<file path="config.mk">
export PLATFORM = sky130hd
export DESIGN_NAME = swz_unit
export DESIGN_NICKNAME = d
export VERILOG_FILES = /design/src/rtl/swz_pkg.sv /design/src/rtl/swz_addr_xor.sv /design/src/rtl/swz_chunk_buf.sv /design/src/rtl/swz_page_fixup.sv /design/src/rtl/swz_unit.sv
export SDC_FILE = /design/constraint.sdc
export NUM_CORES = 1
export LEC_CHECK = 0
export ABC_AREA = 1
export CAP_MARGIN = 0
export CORE_MARGIN = 1.5
export CORE_UTILIZATION = 50
export DETAILED_ROUTE_END_ITERATION = 12
export GPL_ROUTABILITY_DRIVEN = 0
export PLACE_DENSITY = 0.8
export SLEW_MARGIN = 0
export SYNTH_ARGS = -nofsm -noshare
export SYNTH_HDL_FRONTEND = slang
export SYNTH_SLANG_ARGS = --single-unit
export TNS_END_PERCENT = 100
</file>
<file path="constraint.sdc">
create_clock -name clk -period 7.3 [get_ports clk]
set_input_delay 1.095 -clock clk [delete_from_list [all_inputs] [get_ports clk]]
set_output_delay 1.095 -clock clk [all_outputs]
set_load 0.1 [all_outputs]
</file>
<file path="src/rtl/swz_pkg.sv">
package swz_pkg;

    typedef enum logic [2:0] {
        SWZ_NONE     = 3'd0,
        SWZ_9        = 3'd1,
        SWZ_9_10     = 3'd2,
        SWZ_9_11     = 3'd3,
        SWZ_9_10_11  = 3'd4,
        SWZ_9_17     = 3'd5,
        SWZ_9_10_17  = 3'd6,
        SWZ_UNKNOWN  = 3'd7
    } swz_mode_e;

    typedef struct packed {
        logic use9;
        logic use10;
        logic use11;
        logic use17;
    } swz_sel_t;

    typedef enum logic {
        FX_STREAM = 1'b0,
        FX_DRAIN  = 1'b1
    } fix_state_e;

    localparam int HALF_BYTES = 64;

    // Y tiling walks rows of 128 bytes, so bit 10 never joins the set.
    function automatic swz_sel_t swz_decode(input swz_mode_e m, input logic tile_y);
        swz_sel_t s;
        s = '0;
        case (m)
            SWZ_9:       s.use9 = 1'b1;
            SWZ_9_10:    begin s.use9 = 1'b1; s.use10 = !tile_y; end
            SWZ_9_11:    begin s.use9 = 1'b1; s.use11 = 1'b1; end
            SWZ_9_10_11: begin s.use9 = 1'b1; s.use10 = !tile_y; s.use11 = 1'b1; end
            SWZ_9_17:    begin s.use9 = 1'b1; s.use17 = 1'b1; end
            SWZ_9_10_17: begin s.use9 = 1'b1; s.use10 = !tile_y; s.use17 = 1'b1; end
            default:     s = '0;
        endcase
        return s;
    endfunction

endpackage

</file>
<file path="src/rtl/swz_addr_xor.sv">
module swz_addr_xor
    import swz_pkg::*;
#(
    parameter int AW = 32
) (
    input  logic          clk,
    input  logic          rst,
    input  logic          in_valid,
    input  logic [AW-1:0] in_addr,
    input  logic          tile_y,
    input  swz_mode_e     mode,
    output logic          out_valid,
    output logic [AW-1:0] out_addr,
    output logic          unknown
);
    swz_sel_t      sel;
    logic          flip;
    logic [AW-1:0] nxt_addr;

    always_comb begin
        sel  = swz_decode(mode, tile_y);
        flip = (sel.use9  & in_addr[9])  ^ (sel.use10 & in_addr[10]) ^
               (sel.use11 & in_addr[11]) ^ (sel.use17 & in_addr[17]);
        nxt_addr    = in_addr;
        nxt_addr[6] = in_addr[6] ^ flip;
    end

    always_ff @(posedge clk) begin
        if (rst) begin
            out_valid <= 1'b0;
            out_addr  <= '0;
            unknown   <= 1'b0;
        end else begin
            out_valid <= in_valid;
            if (in_valid) begin
                out_addr <= nxt_addr;
                unknown  <= (mode == SWZ_UNKNOWN);
            end
        end
    end
endmodule

</file>
<file path="src/rtl/swz_chunk_buf.sv">
module swz_chunk_buf #(
    parameter int W     = 64,
    parameter int DEPTH = 8,
    localparam int AWB  = $clog2(DEPTH)
) (
    input  logic           clk,
    input  logic           we,
    input  logic [AWB-1:0] waddr,
    input  logic [W-1:0]   wdata,
    input  logic [AWB-1:0] raddr,
    output logic [W-1:0]   rdata
);
    logic [W-1:0] mem [DEPTH];

    always_ff @(posedge clk) begin
        if (we) mem[waddr] <= wdata;
    end

    assign rdata = mem[raddr];
endmodule

</file>
<file path="src/rtl/swz_page_fixup.sv">
module swz_page_fixup
    import swz_pkg::*;
#(
    parameter int WORD_W     = 64,
    parameter int PAGE_BYTES = 4096
) (
    input  logic              clk,
    input  logic              rst,
    input  logic              old_b17,
    input  logic              new_b17,
    input  logic              in_valid,
    input  logic [WORD_W-1:0] in_data,
    output logic              in_ready,
    output logic              out_valid,
    output logic [WORD_W-1:0] out_data,
    input  logic              out_ready
);
    localparam int WORD_BYTES = WORD_W / 8;
    localparam int HALF_WORDS = HALF_BYTES / WORD_BYTES;
    localparam int PAGE_WORDS = PAGE_BYTES / WORD_BYTES;
    localparam int HW         = $clog2(HALF_WORDS);
    localparam int CW         = HW + 1;
    localparam int PW         = $clog2(PAGE_WORDS);
    localparam logic [HW-1:0] HALF_LAST = HW'(HALF_WORDS - 1);

    fix_state_e        st;
    logic [PW-1:0]     in_cnt;
    logic              swap_q;
    logic [HW-1:0]     drain_idx;
    logic              page_first;
    logic              swap_now;
    logic [CW-1:0]     chunk_off;
    logic              upper_half;
    logic [HW-1:0]     half_idx;
    logic              buf_we;
    logic [WORD_W-1:0] buf_rdata;
    logic              accept;

    assign page_first = (in_cnt == '0);
    assign swap_now   = page_first ? (old_b17 ^ new_b17) : swap_q;
    assign chunk_off  = in_cnt[CW-1:0];
    assign upper_half = chunk_off[CW-1];
    assign half_idx   = chunk_off[HW-1:0];

    always_comb begin
        in_ready  = 1'b0;
        out_valid = 1'b0;
        out_data  = in_data;
        buf_we    = 1'b0;
        if (st == FX_DRAIN) begin
            out_valid = 1'b1;
            out_data  = buf_rdata;
        end else if (!swap_now || upper_half) begin
            out_valid = in_valid;
            in_ready  = out_ready;
        end else begin
            in_ready = 1'b1;
            buf_we   = in_valid;
        end
    end

    assign accept = in_valid && in_ready;

    always_ff @(posedge clk) begin
        if (rst) begin
            st        <= FX_STREAM;
            in_cnt    <= '0;
            swap_q    <= 1'b0;
            drain_idx <= '0;
        end else begin
            if (accept) begin
                in_cnt <= in_cnt + 1'b1;
                if (page_first) swap_q <= old_b17 ^ new_b17;
                if (swap_now && upper_half && half_idx == HALF_LAST) begin
                    st        <= FX_DRAIN;
                    drain_idx <= '0;
                end
            end
            if (st == FX_DRAIN && out_ready) begin
                drain_idx <= drain_idx + 1'b1;
                if (drain_idx == HALF_LAST) st <= FX_STREAM;
            end
        end
    end

    swz_chunk_buf #(.W(WORD_W), .DEPTH(HALF_WORDS)) i_buf (
        .clk   (clk),
        .we    (buf_we),
        .waddr (half_idx),
        .wdata (in_data),
        .raddr (drain_idx),
        .rdata (buf_rdata)
    );
endmodule

</file>
<file path="src/rtl/swz_unit.sv">
module swz_unit
    import swz_pkg::*;
#(
    parameter int AW         = 32,
    parameter int WORD_W     = 64,
    parameter int PAGE_BYTES = 4096
) (
    input  logic              clk,
    input  logic              rst,
    input  logic              addr_in_valid,
    input  logic [AW-1:0]     addr_in,
    input  logic              tile_y,
    input  logic [2:0]        swz_mode,
    output logic              addr_out_valid,
    output logic [AW-1:0]     addr_out,
    output logic              swz_unknown,
    input  logic              pg_old_b17,
    input  logic              pg_new_b17,
    input  logic              fix_in_valid,
    input  logic [WORD_W-1:0] fix_in_data,
    output logic              fix_in_ready,
    output logic              fix_out_valid,
    output logic [WORD_W-1:0] fix_out_data,
    input  logic              fix_out_ready
);
    swz_addr_xor #(.AW(AW)) i_addr (
        .clk       (clk),
        .rst       (rst),
        .in_valid  (addr_in_valid),
        .in_addr   (addr_in),
        .tile_y    (tile_y),
        .mode      (swz_mode_e'(swz_mode)),
        .out_valid (addr_out_valid),
        .out_addr  (addr_out),
        .unknown   (swz_unknown)
    );

    swz_page_fixup #(.WORD_W(WORD_W), .PAGE_BYTES(PAGE_BYTES)) i_fix (
        .clk       (clk),
        .rst       (rst),
        .old_b17   (pg_old_b17),
        .new_b17   (pg_new_b17),
        .in_valid  (fix_in_valid),
        .in_data   (fix_in_data),
        .in_ready  (fix_in_ready),
        .out_valid (fix_out_valid),
        .out_data  (fix_out_data),
        .out_ready (fix_out_ready)
    );
endmodule

</file>
==> results.py <==
metrics = {
    "status": {
        "status": "completed",
    },
    "cts": {
        "tritoncts": "done",
        "post_cts_buffers": 0,
        "h-tree-depth": 2,
        "root_buffer": "clkbuf_16",
        "clock_latency_ns": 0.60,
        "cts.hold.buffers_added": 0,
        "numCtsBuffers": 54,
        "cts_sinks": 563,
        "cts.reportedPaths.clkPinSlew_ns": 0.06,
        "post_cts_resized": 0,
        "cts_buffer_depth": 3,
    },
    "critical_path": {
        "crit_fanout": 49,
        "critPathMaxStageDelay_ns": 1.15,
        "start_kind": "flop",
        "worst_r2r_path_depth": 11,
        "path_cells": "buf_4, clkinv_2, buf_4, o211ai_1, nand3_1, nand2_1, clkdlybuf4s50_1",
        "critPathTopFamily": "buffers and inverters",
        "crit_cells": 7,
        "worst_path_most_repeated_cell": "buf_4",
        "cp-end-kind": "output pin",
        "cp.required_ns": 6.20,
        "worst_ep_arrival_time_ns": 4.53,
        "crit_buf_inv": 4,
        "crit_type": "flop to output pin",
        "cp_slowest_cell": "clkdlybuf4s50_1",
    },
    "worst_hold_path": {
        "hold_depth": 2,
        "min_path_type": "flop to flop",
    },
    "global_route": {
        "grt_overflow": 0,
        "grt_pass1_vias": 14300,
        "grt_antenna_before_repair": 2,
        "grt_pass1_wl_mm": 79.5,
        "grt_max_degree": 109,
        "grt_usage_pct": 21.8,
    },
    "timing": {
        "rsz0062_at_grt": "no",
        "fin_skew_ns": 0.0197,
        "tns_ns": 0,
        "tightest_slew_ns": 1.15,
        "period_minus_slack_ns": 5.63,
        "setup_ws_ns": 1.67,
        "setup_violations": 0,
        "period_share_pct": 77.1,
        "final_hold_viol_count": 0,
        "slew_headroom_pct": 23.2,
        "drv_slew": 0,
        "clock.fmax_ghz": 0.178,
    },
    "floorplanning": {
        "dieArea_sq_mm": 0.0474,
        "die_w_microns": 218,
        "ios": 207,
        "num_rows": 78,
        "fp.coreArea_sq_mm": 0.0455,
        "chipHeight_microns": 218,
        "start_util_pct": 50.7,
    },
    "logic_synthesis": {
        "ys_types": 29,
        "seq_area_frac_synth_pct": 71.1,
        "syn_nets": 1859,
        "synth_warnings": 0,
        "netlist_area_sq_mm": 0.0231,
        "avgSynthCellArea_sq_um": 13.2,
        "ys_ff_latch": 563,
        "netlist_instances": 1747,
    },
    "cells_and_area": {
        "syn_to_final_growth_pct": 17.7,
        "final_common_cell": "edfxtp_1",
        "mostFrequentLayoutCells": "edfxtp_1 (512), clkdlybuf4s50_1 (206), nand2_1 (171), o21ai_0 (164), inv_1 (153)",
        "fin_nets": 2036,
        "fillers": 3516,
        "drive_above_1_share_pct": 6.97,
        "instances_no_fill": 2567,
    },
    "detailed_routing": {
        "ant_nets": 0,
        "drcViolationCount": 0,
        "top_layer": "met5",
        "drt_iter0_markers": 1094,
        "wl_mm": 51.6,
        "vias": 14300,
        "drt-met1-wl_mm": 21.3,
        "vias_per_cell": 5.55,
        "wl_met3_mm": 3.12,
        "wl_per_cell_microns": 20.1,
        "drt_pre_antenna_iters": 5,
        "wl_met2_mm": 25.8,
    },
    "pwr": {
        "ir_worst_vdd_mv": 0.164,
        "power_density_mw_per_mm2": 255,
        "p_leak_nw": 9.20,
    },
    "placed_design": {
        "port_buffers": 206,
        "hpwl_mm": 29.0,
        "post-place-cells": 2468,
        "dp_slack_ns": 2.28,
    },
    "flow_run": {
        "drv_cap": 0,
    },
}
==> cells by family (layout without fill, tap and decap cells) <==
logic type | Yosys count | count (layout) | synth area share (%)
other cells | 0 | 1 | 0
xor+xnor | 7 | 7 | 0.266
mux | 128 | 128 | 5.55
compound gates | 458 | 458 | 11.7
simple gates | 318 | 318 | 5.63
buf+inv | 268 | 487 | 5.56
flops | 563 | 563 | 71.1
fa+ha+maj | 5 | 5 | 0.271
==> synth_stat cells <==
library cell	n	area share (%)
xor2_1	6	0.23
nand2_2	3	0.081
buf_4	10	0.33
o211ai_2	15	0.81
nand4_1	1	0.027
nor3_1	4	0.087
mux2i_1	128	5.6
inv_1	155	2.5
ha_1	5	0.27
o211ai_1	114	3.7
buf_1	8	0.13
buf_8	7	0.46
nand3_2	1	0.043
inv_2	3	0.049
buf_12	7	0.61
buf_6	5	0.24
or2_0	1	0.027
edfxtp_1	512	67
nor2_1	73	1.2
nand2_1	171	2.8
o21ai_0	164	3.6
nor2_2	2	0.054
o21ai_1	19	0.41
xnor2_1	1	0.038
nand3_1	62	1.3
clkbuf_1	66	1.1
buf_2	7	0.15
a21oi_1	146	3.2
dfxtp_1	51	4.4
==> where the power goes <==
group	switching, W	internal [W]	total [W]
sequential	0.0000244	0.00362	0.00365
combinational	0.000463	0.000161	0.000623
clock	0.00114	0.00152	0.00266
total	0.00162	0.00531	0.00693
==> path summary, 6_finish.rpt <==
check	slack, ns	start	end
worst max-delay path	1.67	flop	fix_out_data[4]
worst min-delay path	0.46	i_fix.swap_q	i_fix.swap_q
worst min register to register	0.46	i_fix.swap_q	i_fix.swap_q
worst max register to register	3.88	i_fix.in_cnt[0]	i_fix.i_buf.mem[4][45]
==> area by class of cell <==
class	instances	area [sq um]	share of cell area [%]
Timing Repair Buffer	231	2260	8.33
Antenna cell	1	2.50	0.00922
Clock buffer	71	1480	5.44
Sequential cell	563	16400	60.4
Clock inverter	27	211	0.779
Multi-Input combinational cell	916	5450	20.1
Tap cell	600	751	2.76
Inverter	158	597	2.20
==> worst min-delay path, delay by kind of cell, from the launching register on <==
family             cells  cell delay (ns)
DFF                    1             0.31
and+or+nand+nor        1             0.06
AOI/OAI and AO/OA      1             0.05
==> flip-flops by register name (all words and copies together) (netlist names), named ones only <==
register,flops
i_fix.i_buf.mem,512
i_addr.out_addr,32
i_fix.in_cnt,9
i_fix.drain_idx,3
i_addr.out_valid,1
i_addr.unknown,1
i_fix.st,1
i_fix.swap_q,1
==> routing by layer <==
metal	GRT usage, %	vias to the layer above
li1	-	6710
met1	28.0	6953
met2	37.3	481
met3	3.74	106
met4	7.66	2
met5	0	-
==> metrics by stage <==
stage / util (%) / hold WS [ns] / power [W] / area (sq um)
floorplan: - / 0.443 / 0.00411 / 23100
global placement: 56.0 / 0.452 / 0.00433 / 25500
CTS: 59.7 / 0.465 / 0.00698 / 27100
global route: 59.7 / 0.483 / 0.00714 / 27100
detailed placement: 56.0 / 0.456 / 0.00434 / 25500
finish: 59.7 / 0.464 / 0.00693 / 27200
Power figures use the tool's default switching activity.
